`src/rtl/trap_pkg.sv`:
```
// Shared constants and helpers for the trap controller.
// Assumes 5-bit exception codes and a 3-bit interrupt code.
package trap_pkg;
    localparam logic [4:0] CODE_IRQ      = 5'd0;
    localparam logic [4:0] CODE_ADDR_LD  = 5'd4;
    localparam logic [4:0] CODE_ADDR_ST  = 5'd5;
    localparam logic [4:0] CODE_SYSCALL  = 5'd8;
    localparam logic [4:0] CODE_ILLEGAL  = 5'd10;
    localparam logic [4:0] CODE_OVERFLOW = 5'd12;
    localparam logic [4:0] SEL_CAUSE     = 5'd13;
    localparam logic [4:0] SEL_EPC       = 5'd14;

    // Turn an interrupt code into its one-hot pending bit (code 0 gives none).
    function automatic logic [7:0] irq_onehot(input logic [2:0] c);
        logic [7:0] r;
        r = 8'd0;
        if (c != 3'd0) r[c] = 1'b1;
        return r;
    endfunction

    // Pack the cause word: slot flag, pending field, code field.
    function automatic logic [31:0] pack_cause(input logic slot, input logic [7:0] pend,
                                               input logic [4:0] code);
        return {slot, 15'd0, pend, 1'b0, code, 2'b00};
    endfunction
endpackage

```
`src/rtl/trap_prio.sv`:
```
// Picks the oldest faulting source (highest index wins).
// Assumes at most one return-from-trap at a time, issued by source RFE_SRC.
// A return-from-trap in user mode is turned into an illegal-instruction fault
// of that source unless the source already reports its own fault.
module trap_prio #(
    parameter int NSRC    = 4,
    parameter int AW      = 32,
    parameter int RFE_SRC = 1
) (
    input  logic [NSRC-1:0]    src_valid,
    input  logic [NSRC*5-1:0]  src_code,
    input  logic [NSRC*AW-1:0] src_pc,
    input  logic [NSRC-1:0]    src_in_slot,
    input  logic               rfe_fault,
    output logic               hit,
    output logic [4:0]         win_code,
    output logic [AW-1:0]      win_pc,
    output logic               win_slot
);
    import trap_pkg::*;

    logic [NSRC-1:0] eff_valid;
    logic [4:0]      eff_code [NSRC];

    // Per-source effective request, with the return-from-trap fault folded in.
    for (genvar i = 0; i < NSRC; i++) begin : g_src
        if (i == RFE_SRC) begin : g_rfe
            assign eff_valid[i] = src_valid[i] | rfe_fault;
            assign eff_code[i]  = src_valid[i] ? src_code[i*5 +: 5] : CODE_ILLEGAL;
        end else begin : g_plain
            assign eff_valid[i] = src_valid[i];
            assign eff_code[i]  = src_code[i*5 +: 5];
        end
    end

    // Scan from youngest to oldest so the last valid source (the oldest) wins.
    always_comb begin
        hit      = 1'b0;
        win_code = CODE_IRQ;
        win_pc   = '0;
        win_slot = 1'b0;
        for (int i = 0; i < NSRC; i++) begin
            if (eff_valid[i]) begin
                hit      = 1'b1;
                win_code = eff_code[i];
                win_pc   = src_pc[i*AW +: AW];
                win_slot = src_in_slot[i];
            end
        end
    end
endmodule

```
`src/rtl/trap_regs.sv`:
```
// Holds the privilege bit, the saved PC and the cause register.
// Assumes take and rfe_ok are never high together. Registers are read-only to
// software: the write strobe only feeds the assertion that guards this.
module trap_regs #(
    parameter int AW = 32
) (
    input  logic          clk,
    input  logic          rst_n,
    input  logic          take,
    input  logic [4:0]    code,
    input  logic [AW-1:0] pc,
    input  logic          slot,
    input  logic [7:0]    pend,
    input  logic          rfe_ok,
    input  logic          mtc_valid,
    input  logic [4:0]    mtc_sel,
    input  logic [31:0]   mtc_data,
    output logic          mode_q,
    output logic [AW-1:0] epc_q,
    output logic [31:0]   cause_q
);
    import trap_pkg::*;

    // Privilege bit: a trap enters system mode, an allowed return leaves it.
    always_ff @(posedge clk) begin
        if (!rst_n)      mode_q <= 1'b0;
        else if (take)   mode_q <= 1'b1;
        else if (rfe_ok) mode_q <= 1'b0;
    end

    // Saved PC and cause are captured only when a trap is taken.
    always_ff @(posedge clk) begin
        if (!rst_n) begin
            epc_q   <= '0;
            cause_q <= '0;
        end else if (take) begin
            epc_q   <= slot ? pc - AW'(4) : pc;
            cause_q <= pack_cause(slot, pend, code);
        end
    end

    a_r2_enter_sys: assert property (@(posedge clk) disable iff (!rst_n)
        take |=> mode_q);
    a_r10_rfe_exit: assert property (@(posedge clk) disable iff (!rst_n)
        (rfe_ok && !take) |=> !mode_q);
    a_r6_pend_onehot: assert property (@(posedge clk) disable iff (!rst_n)
        $onehot0(cause_q[15:8]));
    a_r8_epc_hold: assert property (@(posedge clk) disable iff (!rst_n)
        !take |=> $stable(epc_q));
    a_r9_mtc_no_effect: assert property (@(posedge clk) disable iff (!rst_n)
        (mtc_valid && mtc_sel == SEL_CAUSE && mtc_data != cause_q && !take)
        |=> $stable(cause_q));
endmodule

```
`src/rtl/trap_ctrl.sv`:
```
// Top of the trap controller: arbitrates synchronous faults and external
// interrupts, flushes and redirects to the handler vector, and serves reads.
// Assumes no two consecutive branches, so at most one delay-slot flag matters.
module trap_ctrl #(
    parameter int          NSRC    = 4,
    parameter int          AW      = 32,
    parameter int          RFE_SRC = 1,
    parameter logic [31:0] VECTOR  = 32'h0000_1000
) (
    input  logic               clk,
    input  logic               rst_n,
    input  logic [NSRC-1:0]    src_valid,
    input  logic [NSRC*5-1:0]  src_code,
    input  logic [NSRC*AW-1:0] src_pc,
    input  logic [NSRC-1:0]    src_in_slot,
    input  logic [2:0]         irq_code,
    input  logic [AW-1:0]      irq_pc,
    input  logic               irq_in_slot,
    input  logic               rfe_valid,
    input  logic [4:0]         mfc_sel,
    output logic [31:0]        mfc_data,
    input  logic               mtc_valid,
    input  logic [4:0]         mtc_sel,
    input  logic [31:0]        mtc_data,
    output logic               flush,
    output logic [AW-1:0]      redirect_pc,
    output logic               sys_mode
);
    import trap_pkg::*;

    logic          sync_hit, irq_take, take;
    logic [4:0]    sync_code, t_code;
    logic [AW-1:0] sync_pc, t_pc, epc_q;
    logic          sync_slot, t_slot;
    logic [7:0]    t_pend;
    logic [31:0]   cause_q;

    trap_prio #(.NSRC(NSRC), .AW(AW), .RFE_SRC(RFE_SRC)) u_prio (
        .src_valid   (src_valid),
        .src_code    (src_code),
        .src_pc      (src_pc),
        .src_in_slot (src_in_slot),
        .rfe_fault   (rfe_valid && !sys_mode),
        .hit         (sync_hit),
        .win_code    (sync_code),
        .win_pc      (sync_pc),
        .win_slot    (sync_slot)
    );

    // Interrupts yield to synchronous faults and are masked in system mode.
    always_comb begin
        irq_take = !sync_hit && !sys_mode && (irq_code != 3'd0);
        take     = sync_hit || irq_take;
        t_code   = sync_hit ? sync_code : CODE_IRQ;
        t_pc     = sync_hit ? sync_pc : irq_pc;
        t_slot   = sync_hit ? sync_slot : irq_in_slot;
        t_pend   = sync_hit ? 8'd0 : irq_onehot(irq_code);
    end

    trap_regs #(.AW(AW)) u_regs (
        .clk       (clk),
        .rst_n     (rst_n),
        .take      (take),
        .code      (t_code),
        .pc        (t_pc),
        .slot      (t_slot),
        .pend      (t_pend),
        .rfe_ok    (rfe_valid && sys_mode && !sync_hit),
        .mtc_valid (mtc_valid),
        .mtc_sel   (mtc_sel),
        .mtc_data  (mtc_data),
        .mode_q    (sys_mode),
        .epc_q     (epc_q),
        .cause_q   (cause_q)
    );

    // Flush and redirect in the cycle the trap is accepted.
    always_comb begin
        flush       = take;
        redirect_pc = AW'(VECTOR);
    end

    // Combinational read port for the two registers.
    always_comb begin
        case (mfc_sel)
            SEL_CAUSE: mfc_data = cause_q;
            SEL_EPC:   mfc_data = 32'(epc_q);
            default:   mfc_data = 32'd0;
        endcase
    end

    a_r3_irq_masked: assert property (@(posedge clk) disable iff (!rst_n)
        (sys_mode && !sync_hit) |-> !flush);
    a_r4_sync_first: assert property (@(posedge clk) disable iff (!rst_n)
        (sync_hit && irq_code != 3'd0) |=> (cause_q[15:8] == 8'd0));
endmodule

```
`config.mk`:
```
export PLATFORM = sky130hd
export DESIGN_NAME = trap_ctrl
export DESIGN_NICKNAME = d
export VERILOG_FILES = /design/src/rtl/trap_pkg.sv /design/src/rtl/trap_prio.sv /design/src/rtl/trap_regs.sv /design/src/rtl/trap_ctrl.sv
export SDC_FILE = /design/constraint.sdc
export NUM_CORES = 1
export LEC_CHECK = 0
export ABC_AREA = 0
export CAP_MARGIN = 40
export CORE_AREA = 2 2 117 119
export CTS_CLUSTER_SIZE = 14
export DETAILED_ROUTE_END_ITERATION = 7
export DIE_AREA = 0 0 119 121
export MAX_ROUTING_LAYER = met4
export PLACE_DENSITY_LB_ADDON = 0.2
export REMOVE_ABC_BUFFERS = 1
export SYNTH_ARGS = -nofsm -noshare
export SYNTH_HDL_FRONTEND = slang
export SYNTH_SLANG_ARGS = --single-unit
```
`constraint.sdc`:
```
create_clock -name clk -period 3.3 [get_ports clk]
set_input_delay 0.495 -clock clk [delete_from_list [all_inputs] [get_ports clk]]
set_output_delay 0.495 -clock clk [all_outputs]
set_load 0.02 [all_outputs]
```
**Yosys cells after proc, flatten, opt, wreduce, memory -nomap -nowiden**

Cells that the tools add are included.

- Add/subtract/negate cells: 1
- Multiply operators: 0
- Divide/modulo/power cells: 0
- $lt $le $gt $ge: 2
- Equality and inequality tests: 2
- Shift-type cells: 0
- Multiplexer cells: 28
- Bitwise logic cells: 1
- Reductions and logical operators: 11

Operators by type and width:

| kind | number |
|---|---|
| 32-bit 2-to-1 mux | 6 |
| 32-bit one-hot mux with 2 select lines | 1 |
| 32-bit by 3-bit subtractor with 32-bit output (second input constant) | 1 |
| 5-bit 2-to-1 mux | 6 |
| 8-bit 2-to-1 mux | 2 |
| 1-bit 2-to-1 mux | 12 |
| 5-bit by 4-bit == test with 1-bit output (second input constant) | 2 |
| 1-bit logical AND | 6 |
| 3-bit by 4-bit < comparator with 1-bit output (second input constant) | 1 |
| 1-bit demux with 3-bit select | 1 |
| 3-bit by 1-bit greater-or-equal comparator with 1-bit output (second input constant) | 1 |
| 3-bit nonzero test | 1 |
| 1-bit logical NOT | 2 |
| 2-bit nonzero test | 1 |
| 1-bit logical OR | 1 |
| 1-bit OR | 1 |

- Register bits: 47
- Latch bits: 0
- RAM bits: 0
- ROM bits: 0
- Output and inout port bits: 66
- Memories kept: 0

**Depth between registers and ports, before layout**

Gate-level depths: netlist (run 1).

- Depth after elaboration: 11
- Gate-level depth with buffers: 13
- Gate-level depth less buffers: 9

**Hierarchy**

From an unflattened synthesis (run 1), not the netlist that was laid out.

- Cell total of the unflattened synthesis: 678
- Area, all modules: 5332.6 um^2

By module, submodules not included:

| module | instances | cells an instance | area each (um^2) | sequential area each (um^2) |
|---|---|---|---|---|
| trap_regs | 1 | 278 | 2416.1 | 940.9 |
| trap_ctrl | 1 | 207 | 1662.8 | 0.0 |
| trap_prio | 1 | 193 | 1253.7 | 0.0 |

**Worst setup path after synthesis (run 1)**

Ideal clock, no wire load.

- Kind: input to register
- Start: input src_valid[2]
- End: register u_regs.epc_q[19]
- Setup time: 0.091 ns
- Data arrival time: 2.808 ns
- Setup slack: 0.401 ns
- Stages: 9
- Path through: buf_4 -> nor2b_1 -> a22o_1 -> o32ai_2 -> o21ai_2 -> nor4_4 -> nand2_4 -> or4_1 -> a311oi_1

- Cells in the longest elaborated chain, start to end: 6
- Elaborated cells between the ends (all ways): 14

Ends and longest elaborated chain:

| element | line | text |
|---|---|---|
| start: declaration | trap_ctrl.sv:12 | `input logic [NSRC-1:0] src_valid,` |
| branches (longest 6 deep; another with 32-bit by 3-bit subtractor with 32-bit output) | n/a |  |
| end signal: assignment | trap_regs.sv:37 | `epc_q <= slot ? pc - AW'(4) : pc;` |
| end: declaration | trap_regs.sv:19 | `output logic [AW-1:0] epc_q,` |

Parallel ways; which one is timed is not known.
A chain may end at the register's enable or synchronous reset.

**Worst setup path after layout (run 1)**

- Start: input rfe_valid
- End: register u_regs.epc_q[28]

- Cells in the longest elaborated chain, start to end: 9
- Elaborated cells between the ends (all ways): 19

Ends and longest elaborated chain:

| element | line | text |
|---|---|---|
| start: declaration | trap_ctrl.sv:19 | `input logic rfe_valid,` |
| 1-bit logical AND (*) | trap_ctrl.sv:43 | `.rfe_fault (rfe_valid && !sys_mode),` |
| 1-bit OR (*) | trap_prio.sv:28 | `assign eff_valid[i] = src_valid[i] \| rfe_fault;` |
| branches (longest 7 deep; another with 32-bit by 3-bit subtractor with 32-bit output) | n/a |  |

Mark *: on every way between the ends.

==> results of run 1 <==
## synthesized netlist by cell type (4+ instances only)
cell       instances  share of area
o32ai_1            4         0.0080
nor4_1             8          0.011
or4_1              7          0.012
nor2_1            56          0.048
o31ai_1            8          0.014
o22a_1             4         0.0080
nor2b_1            5         0.0071
o211a_1            4         0.0091
or3_1              4         0.0057
inv_1             14          0.012
a32oi_1            8          0.016
o211ai_1          11          0.019
nand2b_1           4         0.0057
buf_4             37          0.063
a22oi_1           13          0.022
a221oi_1           5          0.010
a211oi_1          16          0.027
a31oi_1            5         0.0071
a311oi_1           4         0.0080
o2111ai_1          4         0.0080
buf_2             12          0.014
dfxtp_1           47           0.21
a22o_1            20          0.040
nor3_1            13          0.015
nand3_1           30          0.034
xor2_1             6          0.012
o21ai_0           26          0.030
nand2_1           31          0.027
clkbuf_1          28          0.024
and2_1            23          0.033
a21oi_1           33          0.038
nand4_1            9          0.013
o22ai_1           16          0.023
xnor2_1            9          0.018
## state kept, by name, summed over array words and instances (netlist names)
| name | cells |
|---|---|
| u_regs.cause_q | 14 |
| u_regs.epc_q | 32 |
| u_regs.mode_q | 1 |
## placed cells by master, fill, tap and decap left out, types with 5 or more instances in the layout
master	synthesis	final
clkbuf_16	0	5
xor2_1	6	6
inv_1	14	14
a32oi_1	8	8
nor4_1	8	7
o211ai_1	11	11
nand2_1	31	31
o22ai_1	16	16
conb_1	2	32
a221oi_1	5	5
or4_1	7	7
nand3_1	30	30
a211oi_1	16	16
buf_4	37	122
a22oi_1	13	13
dfxtp_1	47	47
nand4_1	9	9
o31ai_1	8	8
nor3_1	13	13
clkdlybuf4s50_1	0	229
nor2_1	56	56
o21ai_0	26	26
a31oi_1	5	5
a22o_1	20	20
a21oi_1	33	33
and2_1	23	23
xnor2_1	9	9
## power by group through the flow
stage | clock network (mW) | logic (mW) | registers, mW
2_1_floorplan | 0 | 0.306 | 0.639
3_5_place_dp | 0 | 0.810 | 0.646
4_1_cts | 0.605 | 0.817 | 0.632
5_1_grt | 0.628 | 0.888 | 0.637
6_report | 0.599 | 0.830 | 0.632
3_3_place_gp | 0 | 0.800 | 0.645
## path summary, 6_finish.rpt
path                                  startpoint                              to  slack, ns  cells after the start
hold / removal    u_regs.cause_q[8]$_SDFFE_PN0P_  u_regs.cause_q[8]$_SDFFE_PN0P_       0.43                      2
setup / recovery                       rfe_valid   u_regs.epc_q[28]$_SDFFE_PN0P_       0.15                     12
hold reg to reg   u_regs.cause_q[8]$_SDFFE_PN0P_  u_regs.cause_q[8]$_SDFFE_PN0P_       0.43                      2
setup reg to reg      u_regs.mode_q$_SDFFE_PN0P_   u_regs.epc_q[28]$_SDFFE_PN0P_       0.44                     10
## logic make-up after synthesis
kind of cell    Yosys count  synth area share
compound gates          214             0.367
simple gates            210             0.253
buf+inv                  98             0.121
flops                    47             0.215
xor+xnor                 15            0.0300
mux                       4           0.00999
other cells               2           0.00171
fa+ha+maj                 1           0.00285
## layout make-up
type	instances	area share
flip-flops and latches	47	0.121
repair buffers	357	0.423
well taps	176	0.0283
clock buffers	5	0.0161
clock inverters	3	0.00594
multi-input cells	476	0.398
inverters	17	0.00819
## repair_timing
| action | in CTS | in global routing |
|---|---|---|
| endpoints found under the setup margin | 4 | 15 |
| buffers inserted | 3 | 0 |
| gates cloned | 0 | 0 |
| pin swaps | 3 | 5 |
| gates resized for setup | 5 | 11 |
## worst max-delay path, delay by kind of cell
kind            cells  cell delay, ns
simple gates        6            1.46
compound gates      2            0.37
buf+inv             4            1.03
## routing by layer
layer / part of all wire / routed length (um) / track usage / up-vias
met1: 0.42 / 8260 / 0.342 / 2769
met5: 0 / 0 / - / -
met2: 0.49 / 9490 / 0.459 / 288
met4: 0.032 / 626 / 0.0945 / 0
met3: 0.058 / 1140 / 0.0226 / 39
li1: - / - / - / 2808
==> metrics, run 1 <==
status finished, final reports clean; Die X 119 um; slowest stage delay, CP just over 0.5 ns; Final #Nets 1143; max_cap viols 0; Remaining DRCs 0; CP max stage cell or4b_1; DP Wirelength 16.1 mm; initial antenna violation count 0; Worst Path Max Fanout 14; FF/Latch Area 941 sq um; Ant. Diodes 0; part of the cycle the worst path needs 0.953; CTS buffer count 5; RSZ-0062 raised after global routing false; FF+latch count, synth 47; switching pwr roughly 0.64 mW; GP Congestion 0.958; clock tree from TritonCTS yes; detailed-router iteration count before antenna repair 5; DIE AREA 14400 sq um; crit path cell chain clkdlybuf4s50_1 -> buf_4 -> nand2b_4 -> nand4_1 -> buf_4 -> nor2_1 -> o221ai_2 -> nor4_4 -> buf_4 -> nand2_2 -> or4b_1 -> a31oi_1; clock share of power 0.291; Gate power share 0.403; fill count between 1000 and 1500; area grow syn2layout 77.6%; crit path capture type flip-flop; Iteration-0 DRC Markers between 400 and 500; Synth Warn # 0; I/O Buffers 233; Distinct cells, synth 76; Worst path most repeated cell buf_4; Global Route Usage Sum 0.271; dpl cells 1070; H-tree depth 2; share of layout cells above drive strength 1 0.178; Main synth FF type dfxtp_1; slew of the pin with the lowest slew margin 0.830 ns; Sink Count 47; Final Util 0.595; Arr. time, crit path 3.37 ns; CP Data Required Time 3.52 ns; number of global-route vias before repair slightly below 6000; max_slew headroom 0.442; sw frac 0.309; Setup CP Type input pin to flip-flop; Seq pwr share 0.307; Vias/cell between 5 and 6; Max Root-Sink Buffers 2; Hold Buf Count CTS 0; largest net degree at the start of global routing 33; multi-input combinational cell area 3100 sq um; global-route wire length before repair just over 30 mm; startpoint type of the worst setup path input pin; Core Rows 42; ys async rst share 0; clk root buf clkbuf_16; Vias between 5000 and 6000; Post-Layout Cell Count 1081; crit path time final 3.15 ns; I/O Pins 304; Final setup viols 0; Die Span Y 121 um; Congestion Overflow GR 0; Final Power between 2 and 2.5 mW; internal power 1.43 mW; worst hold path type flip-flop to flip-flop; Clock Pin Slew Worst Setup and Hold Paths 0.07 ns; Fin. Hold Viols 0; Max Clk Rate 0.318 GHz; post-synthesis sequential area ratio 0.215; post-route design area just under 8000 sq um; pre-CTS setup slack -0.341 ns; Post-synth EDFFs 0; Final Max Tran Viols 0; placed cell area 7530 sq um; P_leak 3.04 nW; worst vdd ir roughly 0.00021 V; pwr/cell area 265 nW/um^2; Final Worst Setup Slack 0.154 ns; Initial Util 0.335; Synth Cell Area 4380 sq um; remaining antenna violation count 0; clk_skew between 0.003 and 0.004 ns; Final TNS setup 0 ns; Routed wire per std cell 18.1 um; Mean Syn Cell Area 7.42 sq um; hold_ws 0.427 ns; Core Area 13100 sq um; post-synthesis cell count 591; Routed WL 19.5 mm; clk_lat worst skew 0.29 ns
(Power assumes the default switching activity.)
==> run 2: changes to the inputs <==
Settings changed: PLACE_DENSITY set to 0.77, PLACE_DENSITY_LB_ADDON 0.2 to unset.
==> metrics, run 2 (synthesis results as in run 1) <==
Die X 119 um (unchanged); Final Power 2.05 mW (-0.58%); max FFs per register 32 (unchanged); crit path time final 3.17 ns (+0.0262 ns); Seq pwr share 0.310 (+0.003); Global Route Usage Sum 0.257 (-0.0144); GP Congestion 0.884 (-7.7%); CP Data Required Time 3.50 ns (-0.02 ns); post-route design area 7780 sq um (about the same); Post-Layout Cell Count 1071 (-0.93%); CP max stage cell clkdlybuf4s50_1; Final #Nets 1133 (-0.87%); remaining antenna violation count 0 (unchanged); H-tree depth 2 (unchanged); part of the cycle the worst path needs 0.961 (+0.00794); Congestion Overflow GR 0 (unchanged); largest net degree at the start of global routing 33 (unchanged); I/O Pins 304 (unchanged); Clock Pin Slew Worst Setup and Hold Paths 0.06 ns (about the same); Vias/cell 5.38 (-1.6%); share of layout cells above drive strength 1 0.177 (-0.00136); clock share of power 0.287 (-0.004); switching pwr 0.604 mW (-5.1%); Hold Buf Count CTS 0 (unchanged); Max Root-Sink Buffers 2 (unchanged); I/O Buffers 233 (unchanged); Reg2Reg Depth 11 (+1); area grow syn2layout 77.6% (about the same); DP Wirelength 15.3 mm (-5.3%); Routed wire per std cell 17.4 um (-3.7%); Fin. Hold Viols 0 (unchanged); Gate power share 0.403 (about the same); sw frac 0.295 (-0.0140); Vias 5758 (-2.5%); CTS buffer count 5 (unchanged); crit path capture type flip-flop; global-route wire length before repair 29.0 mm (-4.5%); commonest non-fill, non-tap cell in the layout clkdlybuf4s50_1; Final setup viols 0 (unchanged); Biggest register u_regs.epc_q; Max Clk Rate 0.315 GHz (-0.83%); number of global-route vias before repair 5574 (-5.9%); Final Max Tran Viols 0 (unchanged); internal power 1.45 mW (+1.4%); dpl cells 1062 (-0.75%); status finished, final reports clean; worst vdd ir 0.000164 V (-24%); clk_lat worst skew 0.29 ns (about the same); max_slew headroom 0.622 (+0.180); worst hold path type flip-flop to flip-flop; Final Util 0.595 (about the same); slowest stage delay, CP 0.50 ns (about the same); slew of the pin with the lowest slew margin 0.562 ns (-0.268 ns); max_cap viols 0 (unchanged); Crit path buffers/inverters 3 (-1); Sink Count 47 (unchanged); startpoint type of the worst setup path input pin; Hold Path Cell Cnt 2 (unchanged); Core Rows 42 (unchanged); Arr. time, crit path 3.38 ns (about the same); most frequent cells in the layout clkdlybuf4s50_1 (231), buf_4 (108), nor2_1 (55); pwr/cell area 263 nW/um^2 (-0.55%); critical path depth 10 (-2); clk_skew 0.00868 ns (+0.00482 ns); initial antenna violation count 0 (unchanged); Worst Path Max Fanout 9 (-5); clk root buf clkbuf_16; clock tree from TritonCTS yes; placed cell area 7520 sq um (about the same); Initial Util 0.335 (unchanged); Die Span Y 121 um (unchanged); Iteration-0 DRC Markers 326 (-20%); DIE AREA 14400 sq um (unchanged); Core Area 13100 sq um (unchanged); P_leak 3.02 nW (-0.77%); Largest regs u_regs.epc_q: 32 flops, u_regs.cause_q: 14 flops, u_regs.mode_q: 1 flops; crit-path leading delay family simple AND/OR/NAND/NOR gates; Setup CP Type input pin to flip-flop; detailed-router iteration count before antenna repair 5 (unchanged); crit path cell chain clkdlybuf4s50_1 -> buf_4 -> nor4_4 -> buf_12 -> a32oi_1 -> a2111oi_2 -> and3_2 -> nand2_4 -> or4_1 -> a311oi_2; Final TNS setup 0 ns (unchanged); Routed WL 18.6 mm (-4.6%); Ant. Diodes 0 (unchanged); Remaining DRCs 0 (unchanged); RSZ-0062 raised after global routing false
[run 2: layer usage]
layer / vias to the layer above / GRT usage / routed length [um]
met1: 2660 / 0.329 / 7830
li1: 2785 / - / -
met3: 39 / 0.0301 / 1250
met2: 274 / 0.425 / 9010
met4: 0 / 0.0826 / 518
met5: - / - / 0
[run 2: final timing paths]
check	start	endpoint	slack, ns
min reg2reg	u_regs.cause_q[8]$_SDFFE_PN0P_	u_regs.cause_q[8]$_SDFFE_PN0P_	0.44
min	u_regs.cause_q[8]$_SDFFE_PN0P_	u_regs.cause_q[8]$_SDFFE_PN0P_	0.44
max	src_valid[0]	u_regs.epc_q[19]$_SDFFE_PN0P_	0.13
max reg2reg	u_regs.mode_q$_SDFFE_PN0P_	u_regs.epc_q[19]$_SDFFE_PN0P_	0.34
[run 2: worst register-to-register path, delay by kind of cell, from the launching register on]
kind	cells	cell delay, ns
compound gates	3	0.66
buf+inv	3	0.58
flops	1	0.38
simple gates	5	1.26
[run 2: layout make-up]
cell class | instances | area, sq um
timing repair buffer | 347 | 3270
multi-input combinational | 476 | 3120
clock buffer | 6 | 139
tap | 176 | 220
inverter | 17 | 63.8
fill | 1189 | 5300
clock inverter | 2 | 35.0
sequential | 47 | 941
[run 2: timing repair]
action | CTS | global route
setup buffers | 0 | 1
endpoints found under the hold margin | 0 | 0
setup endpoints to repair | 0 | 14
gates resized for setup | 0 | 20
[run 2: per-stage QoR]
step / hold WS (ns) / setup WS, ns
finish: 0.441 / 0.128
global route: 0.475 / 0.00494
CTS: 0.445 / 0.00608
detailed placement: 0.436 / -0.297
global placement: 0.416 / -0.227
floorplan: 0.409 / -0.859
[run 2: power groups by stage]
| stage | combinational [mW] | sequential [mW] | clock, mW |
|---|---|---|---|
| 3_5_place_dp | 0.804 | 0.646 | 0 |
| 2_1_floorplan | 0.306 | 0.639 | 0 |
| 3_3_place_gp | 0.792 | 0.644 | 0 |
| 4_1_cts | 0.807 | 0.634 | 0.596 |
| 5_1_grt | 0.886 | 0.639 | 0.620 |
| 6_report | 0.827 | 0.634 | 0.588 |
==> run 3: changes to the inputs <==
Settings changed: CORE_AREA 2 2 117 119 to 2 2 119 121, CTS_BUF_LIST set to sky130_fd_sc_hd__clkbuf_8, CTS_CLUSTER_DIAMETER set to 200, DIE_AREA 0 0 119 121 to 0 0 121 123, PLACE_DENSITY 0.77 to 0.75, TNS_END_PERCENT set to 10.
==> metrics, run 3 (synthesis results as in run 1) <==
share of layout cells above drive strength 1 0.158 (-0.0185); Vias 5759 (+0.017%); post-route design area 7600 sq um (-2.3%); Worst Path Max Fanout 8 (-1); Routed WL 19.5 mm (+5.0%); Worst setup startpoint src_valid[3]; worst r2r src u_regs.mode_q$_SDFFE_PN0P_; Iteration-0 DRC Markers 380 (+17%); Die Span Y 123 um (+1.7%); Die X 121 um (+1.7%); I/O Buffers 233 (unchanged); Vias/cell 5.40 (+0.49%); largest net degree at the start of global routing 33 (unchanged); remaining antenna violation count 0 (unchanged); Max Root-Sink Buffers 2 (unchanged); CTS buffer count 5 (unchanged); crit path capture type flip-flop; Final #Nets 1124 (-0.79%); clk root buf clkbuf_8; P_leak 2.93 nW (-2.9%); Remaining DRCs 0 (unchanged); dpl cells 1058 (-0.38%); worst min-delay path startpoint u_regs.cause_q[8]$_SDFFE_PN0P_; FF/Latch Area 941 sq um (unchanged); slew of the pin with the lowest slew margin 0.586 ns (+0.0236 ns); Hold Buf Count CTS 0 (unchanged); Congestion Overflow GR 0 (unchanged); Fin. Hold Viols 0 (unchanged); Final Max Tran Viols 0 (unchanged); Ant. Diodes 0 (unchanged); Post-Layout Cell Count 1066 (-0.47%); worst vdd ir 0.000155 V (-5.4%); part of the cycle the worst path needs 0.977 (+0.0154); pwr/cell area 248 nW/um^2 (-5.8%); Sink Count 47 (unchanged); startpoint type of the worst setup path input pin; Final Power 1.89 mW (-8.0%); clk_lat worst skew 0.30 ns (about the same); Global Route Usage Sum 0.264 (+0.00698); multi-input combinational cell area 3060 sq um (-1.8%); crit path time final 3.22 ns (+0.0507 ns); Setup Fix Bufs, Post-CTS 0 (unchanged); fill count 1295 (+8.9%); Core Area 13600 sq um (+4.0%); Biggest register u_regs.epc_q; max_slew headroom 0.606 (-0.0159); max_cap viols 0 (unchanged); CP max stage cell clkdlybuf4s50_1; detailed-router iteration count before antenna repair 6 (+1); I/O Pins 304 (unchanged); max FFs per register 32 (unchanged); Core Rows 43 (+2.4%); placed cell area 7460 sq um (-0.77%); Worst path most repeated cell buf_4; DP Wirelength 16.0 mm (+4.8%); status finished, final reports clean; Clock Pin Slew Worst Setup and Hold Paths 0.10 ns (+0.04 ns); clk_skew 0.00622 ns (-0.00246 ns); clock tree from TritonCTS yes; CP Data Required Time 3.52 ns (+0.02 ns); Crit path buffers/inverters 4 (+1); Max Clk Rate 0.310 GHz (-1.6%); number of global-route vias before repair 5640 (+1.2%); DIE AREA 14900 sq um (+3.4%); crit path cell chain clkdlybuf4s50_1 -> buf_4 -> nor2b_1 -> buf_4 -> buf_4 -> a22oi_1 -> a32oi_1 -> a2111oi_2 -> and3_2 -> nand2_4 -> or4_1 -> a311oi_1; crit-path leading delay family compound AO/OA/AOI/OAI gates; area grow syn2layout 73.5%; Final setup viols 0 (unchanged); Arr. time, crit path 3.44 ns (+0.06 ns); RSZ-0062 raised after global routing true; GP Congestion 0.974 (+10%); most frequent cells in the layout clkdlybuf4s50_1 (233), buf_4 (99), nor2_1 (56); global-route wire length before repair 29.7 mm (+2.5%); Initial Util 0.322 (-0.0130); worst hold path type flip-flop to flip-flop; commonest non-fill, non-tap cell in the layout clkdlybuf4s50_1; cts repair resizes 0 (unchanged); Setup CP Type input pin to flip-flop; slowest stage delay, CP 0.52 ns (+0.02 ns); initial antenna violation count 0 (unchanged); Routed wire per std cell 18.3 um (+5.5%); Largest regs u_regs.epc_q: 32 flops, u_regs.cause_q: 14 flops, u_regs.mode_q: 1 flops; H-tree depth 2 (unchanged)
## run 3: worst paths after layout
kind                                    endpoint  slack, ns  cells after the start
setup reg to reg   u_regs.epc_q[15]$_SDFFE_PN0P_       0.51                     11
hold / removal    u_regs.cause_q[8]$_SDFFE_PN0P_       0.43                      2
hold reg to reg   u_regs.cause_q[8]$_SDFFE_PN0P_       0.43                      2
setup / recovery   u_regs.epc_q[19]$_SDFFE_PN0P_       0.08                     12
## run 3: where the power goes
group	internal (mW)	switching, mW
Sequential	0.610	0.0225
Clock	0.230	0.217
Combinational	0.444	0.362
## run 3: final cells by class
type | instances | share of cell area
Multi-Input combinational cell | 476 | 0.403
Tap cell | 180 | 0.0296
Timing Repair Buffer | 338 | 0.420
Clock buffer | 5 | 0.00905
Inverter | 17 | 0.00839
Sequential cell | 47 | 0.124
Clock inverter | 3 | 0.00625
## run 3: layer usage
metal / vias up / share of wire / track usage
li1: 2773 / - / -
met1: 2658 / 0.41 / 0.322
met2: 297 / 0.49 / 0.459
met3: 31 / 0.080 / 0.0323
met4: 0 / 0.022 / 0.0734
met5: - / 0 / -
## run 3: per-stage QoR
stage | hold WS (ns) | TNS [ns] | setup WS, ns | utilization
floorplan | 0.409 | -15.78 | -0.859 | -
CTS | 0.434 | 0 | 0.0238 | 0.557
global placement | 0.418 | -1.96 | -0.203 | 0.548
detailed placement | 0.419 | -2.64 | -0.275 | 0.548
global route | 0.469 | -0.0405 | -0.0201 | 0.559
finish | 0.435 | 0 | 0.0771 | 0.559
## run 3: worst register-to-register path: cells and delay by family (launching register included)
kind | cells | cell delay, ns
AO/OA/AOI/OAI | 3 | 0.94
flip-flops | 1 | 0.35
buffers and inverters | 3 | 0.50
AND/OR/NAND/NOR | 5 | 0.90
